--- config.mk ---
export PLATFORM = sky130hd
export DESIGN_NAME = shift_unit
export DESIGN_NICKNAME = d
export VERILOG_FILES = /design/src/rtl/shift_pkg.sv /design/src/rtl/shift_core.sv /design/src/rtl/shift_unit.sv
export SDC_FILE = /design/constraint.sdc
export NUM_CORES = 1
export LEC_CHECK = 0
export ABC_AREA = 0
export BUFFER_PORTS_ARGS = -buffer_cell sky130_fd_sc_hd__buf_4
export CELL_PAD_IN_SITES_DETAIL_PLACEMENT = 1
export CELL_PAD_IN_SITES_GLOBAL_PLACEMENT = 1
export CORE_AREA = 3 3 47 49
export CTS_BUF_LIST = sky130_fd_sc_hd__clkbuf_16
export DETAILED_ROUTE_END_ITERATION = 6
export DIE_AREA = 0 0 50 52
export PLACE_DENSITY_LB_ADDON = 0.1
export SYNTH_ARGS = -nofsm -noshare
export SYNTH_HDL_FRONTEND = slang
export SYNTH_SLANG_ARGS = --single-unit
--- constraint.sdc ---
create_clock -name clk -period 1.08 [get_ports clk]
set_clock_uncertainty 0.2 [all_clocks]
set_input_delay 0.216 -clock clk [delete_from_list [all_inputs] [get_ports clk]]
set_output_delay 0.216 -clock clk [all_outputs]
set_load 0.05 [all_outputs]
--- src/rtl/shift_pkg.sv ---
package shift_pkg;
  typedef enum logic [2:0] {
    OP_LSL  = 3'b000,
    OP_LSR  = 3'b001,
    OP_ROL  = 3'b010,
    OP_ROR  = 3'b011,
    OP_ASL  = 3'b100,
    OP_ASR  = 3'b101,
    OP_PS0  = 3'b110,
    OP_PS1  = 3'b111
  } shift_op_e;
endpackage

--- src/rtl/shift_core.sv ---
module shift_core #(
  parameter int N = 8
) (
  input  logic [2:0]   op,
  input  logic [N-1:0] a,
  output logic [N-1:0] y,
  output logic         ovf
);
  import shift_pkg::*;

  function automatic logic [N-1:0] fn_left(input logic [N-1:0] v, input logic fill);
    return {v[N-2:0], fill};
  endfunction

  function automatic logic [N-1:0] fn_right(input logic [N-1:0] v, input logic fill);
    return {fill, v[N-1:1]};
  endfunction

  logic [N-1:0] left_val, right_val;
  logic         left_fill, right_fill;
  logic         is_left;

  always_comb begin
    left_fill  = 1'b0;
    right_fill = 1'b0;
    is_left    = 1'b0;
    case (shift_op_e'(op))
      OP_LSL: is_left = 1'b1;
      OP_ROL: begin is_left = 1'b1; left_fill = a[N-1]; end
      OP_ASL: is_left = 1'b1;
      OP_ROR: right_fill = a[0];
      OP_ASR: right_fill = a[N-1];
      default: ;
    endcase
  end

  assign left_val  = fn_left(a, left_fill);
  assign right_val = fn_right(a, right_fill);

  always_comb begin
    if (op[2] & op[1])  y = a;
    else if (is_left)   y = left_val;
    else                y = right_val;
  end

  assign ovf = (op == 3'b100) ? (a[N-1] ^ a[N-2]) : 1'b0;

  always_comb begin
    if (op[2] & op[1]) a_pass_r6: assert (y == a);
    if (op != 3'b100)  a_ovf_zero_r7: assert (!ovf);
  end
endmodule

--- src/rtl/shift_unit.sv ---
module shift_unit #(
  parameter int N = 8
) (
  input  logic         clk,
  input  logic         rst_n,
  input  logic         vld_i,
  input  logic [2:0]   op_i,
  input  logic [N-1:0] a_i,
  output logic [N-1:0] res_q,
  output logic         ovf_q,
  output logic         vld_q
);
  logic [N-1:0] core_y;
  logic         core_ovf;
  logic         cap_en;

  shift_core #(.N(N)) u_core (
    .op  (op_i),
    .a   (a_i),
    .y   (core_y),
    .ovf (core_ovf)
  );

  assign cap_en = vld_i;

  always_ff @(posedge clk or negedge rst_n) begin
    if (!rst_n) begin
      res_q <= '0;
      ovf_q <= 1'b0;
      vld_q <= 1'b0;
    end else begin
      vld_q <= vld_i;
      if (cap_en) begin
        res_q <= core_y;
        ovf_q <= core_ovf;
      end
    end
  end

  p_vld_follow_r8: assert property (@(posedge clk) disable iff (!rst_n)
    vld_i |=> vld_q);
  p_hold_r8: assert property (@(posedge clk) disable iff (!rst_n)
    !vld_i |=> ($stable(res_q) && $stable(ovf_q) && !vld_q));
  p_no_overflow_r7: assert property (@(posedge clk) disable iff (!rst_n)
    (vld_i && op_i != 3'b100) |=> !ovf_q);
  p_asl_ovf_r4: assert property (@(posedge clk) disable iff (!rst_n)
    (vld_i && op_i == 3'b100) |=> (ovf_q == ($past(a_i[N-1]) ^ $past(a_i[N-2]))));
  p_asr_sign_r5: assert property (@(posedge clk) disable iff (!rst_n)
    (vld_i && op_i == 3'b101) |=> (res_q[N-1] == res_q[N-2]));
endmodule

Yosys cells after proc, flatten, opt, wreduce, memory -nomap -nowiden
Cells that the tools add are included.
- register bits after elaboration: 10
- logic and storage cells: 17
- output and inout bits: 10
- bits of input ports: 14
- bitwise gates (word level): 2
- multiplexer cells: 6
- equal/unequal tests: 4
- reduce and logical (&&, ||, !) cells: 2
- operators with widths (kind ; number):
    2-to-1 mux 8 bit ; 2
    equality test 3 x 2 -> 1 bit (second input constant) ; 2
    equality test 3 bit (second input constant) ; 2
    zero test 3 bit ; 1
    2-to-1 mux 1 bit ; 3
    OR reduction 3 bit ; 1
    case mux 1 bit (2 select lines) ; 1
    AND 1 bit ; 1
    XOR 1 bit ; 1

Depth between registers and ports, before layout
- depth after elaboration: 5
- mapped depth: 4
- depth with buffers taken out: 3

Modules after synthesis
From an unflattened synthesis, not the netlist that was laid out.
- cell total of the unflattened synthesis: 51
- area total of the unflattened synthesis: 611.8 sq um
- by module, submodules not included (module ; times used ; area an instance (sq um) ; sequential area each (sq um) ; cells an instance):
    shift_unit ; 1 ; 396.6 ; 250.2 ; 20
    shift_core ; 1 ; 215.2 ; 0.0 ; 31

Worst setup path before layout
OpenSTA, ideal clock, no wires.
- path type: register -> register
- start point: register ovf_q (netlist name)
- end point: register ovf_q
- setup time: 0.120 ns
- data arrival time: 0.929 ns
- required time: 0.760 ns
- clock period less this slack: 1.249 ns
- cell stages (with the launch flop): 3
- path slack: -0.169 ns
- buffers on the path: 0
- cell sequence: dfrtp_1 -> nor2b_1 -> a41o_1
- RTL lines (item ; line ; source):
    to (signal assigned) ; shift_unit.sv:35 ; ovf_q <= core_ovf;
    to (decl) ; shift_unit.sv:10 ; output logic ovf_q,

Final worst setup path
- start point: register res_q[6]
- end point: output port res_q[6]
- RTL lines (item ; line ; source):
    from (decl) ; shift_unit.sv:9 ; output logic [N-1:0] res_q,
    from (signal assigned) ; shift_unit.sv:34 ; res_q <= core_y;
No word-level cell between the ends.

==> summary.txt <==
Worst setup path
  – Crit-path max FO: 2
  – Critical Path RT: 0.66 ns
  – Worst Setup End Kind: output pin
  – Startpoint types: flop
  – Crit path max-delay cell type: dfrtp_2
  – CP peak stage delay: 0.42 ns
  – CP arrival: 0.81 ns
  – Crit path depth: 1
  – Buf/Inv on CP: 1
  – Critical path class: flop to output pin
  – CP cell instances: buf_6
  – CP top delay family: flip-flops
  – FF-to-FF path depth: 2

Layout
  – Final instance area: 967.2 um^2
  – Fill count: 222
  – Nets: 103
  – Ant diodes: 0
  – Fin cells: 115
  – Most common cell after layout, fill and taps aside: buf_4
  – Most frequent cells in the layout: buf_4 (19), buf_6 (11), dfrtp_2 (8)
  – Share of cells above drive strength 1: 0.5795
  – Final Util: 0.5086
  – Area delta synth->final: 63.77%

Run status
  – Failing checks: setup timing
  – Status: complete, but fails checks

Timing
  – Post-route setup slack: -0.1457 ns
  – Final hold violation count: 0
  – Fin Setup TNS: -1.154 ns
  – Post-layout min period: 1.226 ns
  – Fin crit share: 1.135
  – RSZ-0062 raised after global routing: yes
  – Worst slew pin tran: 0.1952 ns
  – Finish-stage setup viols: 10
  – Max-slew headroom: 0.8699
  – Max Fclk: 815.9 MHz
  – Slew Limit Fails: 0

Yosys
  – Main combinational cell family by area after synthesis: multiplexers
  – Mapped Cells: 57
  – Post-synthesis adder-cell area fraction: 0
  – Yosys reg bits: 10
  – Mapped Area: 590.6 um^2
  – Avg Cell Area, Syn: 10.36 um^2
  – Post-synthesis simple-gate area fraction: 0.1271
  – Sequential element share of the synthesized area: 0.4237
  – Yosys warnings: 0
  – XOR/XNOR share of the synthesized area: 0.01483
  – Synth Area in Compound Gates: 0.1610
  – Mux share of post-synthesis cell area: 0.2161
  – Post-synth cell types: 23
  – Post-synthesis net count: 71

Detailed routing
  – Via density: 4.878
  – DRT iter0 DRCs: 9
  – DR DRC count: 0
  – Detailed Route WL: 1646 um
  – Antenna viol nets, final: 0
  – DRT Pass-1 Iters: 4
  – Vias post-DR: 561
  – DR WL/cell: 14.31 um

CTS
  – CTS clk-pin slew, worst paths: 0.04 ns
  – Worst-skew pair later-pin latency: 0.23 ns
  – CTS tree: yes
  – Clk sinks: 10
  – Clock root buffer: clkbuf_16
  – CTS max path bufs: 2
  – Post-CTS setup buffer count: 0
  – Number of CTS-inserted buffers: 3
  – Clock H-tree levels: 1

Power and ir drop
  – Flop pwr share: 0.289
  – Maximum VDD drop: 0.0007849 V
  – Clock share of power: 0.408
  – Part of the power in combinational logic: 0.303
  – P per Cell Area: 1641 nW/um^2
  – Sw frac: 0.2961
  – Design internal power: 1117 uW
  – Leakage: 0.0004509 uW
  – Switching power: 470.0 uW

Global routing
  – First-pass GRT wire length: 2787 um
  – Vias in the first global route: 580
  – Largest net degree at the start of global routing: 14
  – Initial antenna violation count: 0
  – Final global-route overflow total: 0
  – Total GRT Usage: 0.1443

Die
  – Die Ht: 52 um
  – Initial core utilization: 0.3105
  – Row Count: 16
  – Die Wd: 50 um
  – IO Pins: 24
  – Die area: 2600 um^2
  – Core area: 1902 um^2

Placed design
  – Final GP Congestion: 0.7910
  – Setup WS pre-CTS: -0.1953 ns
  – DP Area: 833.3 um^2
  – Placed cell count: 110
  – # port buffers: 23
  – Placed wire-length estimate: 1228 um

Hold path
  – Hold Crit Depth: 1
  – Hold crit path type: primary input to flop

Run
  – Max_cap viols: 0
## final timing paths
check	to	from	slack, ns
worst max-delay path	res_q[6]	res_q[6]	-0.15
worst min-delay path	vld_q	vld_i	0.01
worst max register to register	ovf_q	ovf_q	0.04
worst min register to register	res_q[2]	res_q[2]	0.32
max in group asynchronous	res_q[3]	rst_n	0.37
min in group asynchronous	res_q[1]	rst_n	0.15
## layout make-up
cell class                      count  area, um^2  share of cell area
Inverter                            2       7.507            0.007762
Clock inverter                      1       3.754            0.003881
Tap cell                           27       33.78             0.03493
Clock buffer                        3       75.07             0.07762
Sequential cell                    10       260.3              0.2691
Timing Repair Buffer               31       276.5              0.2859
Multi-Input combinational cell     41       310.3              0.3208
## metrics by stage
| step | power, uW | hold slack (ns) |
|---|---|---|
| after CTS | 1609 | 0.009216 |
| after floorplan | 735.1 | -0.2796 |
| after global routing | 1670 | 0.01115 |
| after global placement | 898.2 | -0.1420 |
| final | 1587 | 0.01175 |
| after detailed placement | 903.0 | -0.1427 |
## repair_timing
| action | in CTS | in global routing |
|---|---|---|
| pin swaps | 0 | 0 |
| gates resized for setup | 10 | 2 |
| hold buffers | 1 | 0 |
| setup endpoints to repair | 10 | 12 |
| gates cloned | 0 | 0 |
| endpoints found under the hold margin | 10 | 0 |
## power groups by stage
stage	combinational, uW	clock (uW)	sequential, uW
after floorplan	119	0	616
after global placement	444	0	454
after detailed placement	448	0	455
after CTS	482	668	460
after global routing	510	694	466
final	480	647	459
## metal layers
layer | vias to the layer above | wire (um) | GRT usage
li1 | 271 | - | -
met1 | 271 | 825 | 0.2028
met2 | 17 | 720 | 0.1957
met3 | 2 | 91 | 0.03725
met4 | 0 | 9 | 0.08295
met5 | - | 0 | 0
## cells by family after synthesis
group / Yosys count
buf+inv: 6
xor+xnor: 1
compound gates: 14
mux: 12
simple gates: 14
flops: 10
## state kept, by name, summed over array words and instances, names as in the netlist
| register | cells |
|---|---|
| res_q | 8 |
| ovf_q | 1 |
| vld_q | 1 |
## synthesized netlist by cell type
| master | instances | area (um^2) |
|---|---|---|
| xor2_1 | 1 | 8.760 |
| mux2i_1 | 6 | 60.06 |
| nand2_1 | 2 | 7.510 |
| o211ai_1 | 1 | 7.510 |
| nor2b_1 | 1 | 6.260 |
| o22a_1 | 1 | 8.760 |
| buf_6 | 1 | 11.26 |
| a41o_1 | 1 | 10.01 |
| nand3b_1 | 1 | 7.510 |
| o21ai_1 | 4 | 20.02 |
| dfrtp_1 | 10 | 250.2 |
| mux2_2 | 6 | 67.56 |
| nor2_1 | 1 | 3.750 |
| a21oi_1 | 1 | 5.000 |
| o22ai_1 | 1 | 6.260 |
| inv_1 | 2 | 7.510 |
| and3_2 | 1 | 7.510 |
| a21o_1 | 1 | 7.510 |
| and2_2 | 1 | 7.510 |
| o21ai_0 | 3 | 15.01 |
| nand3_1 | 7 | 35.03 |
| a221oi_2 | 1 | 15.01 |
| buf_2 | 3 | 15.01 |
Power figures use the tool's default switching activity.
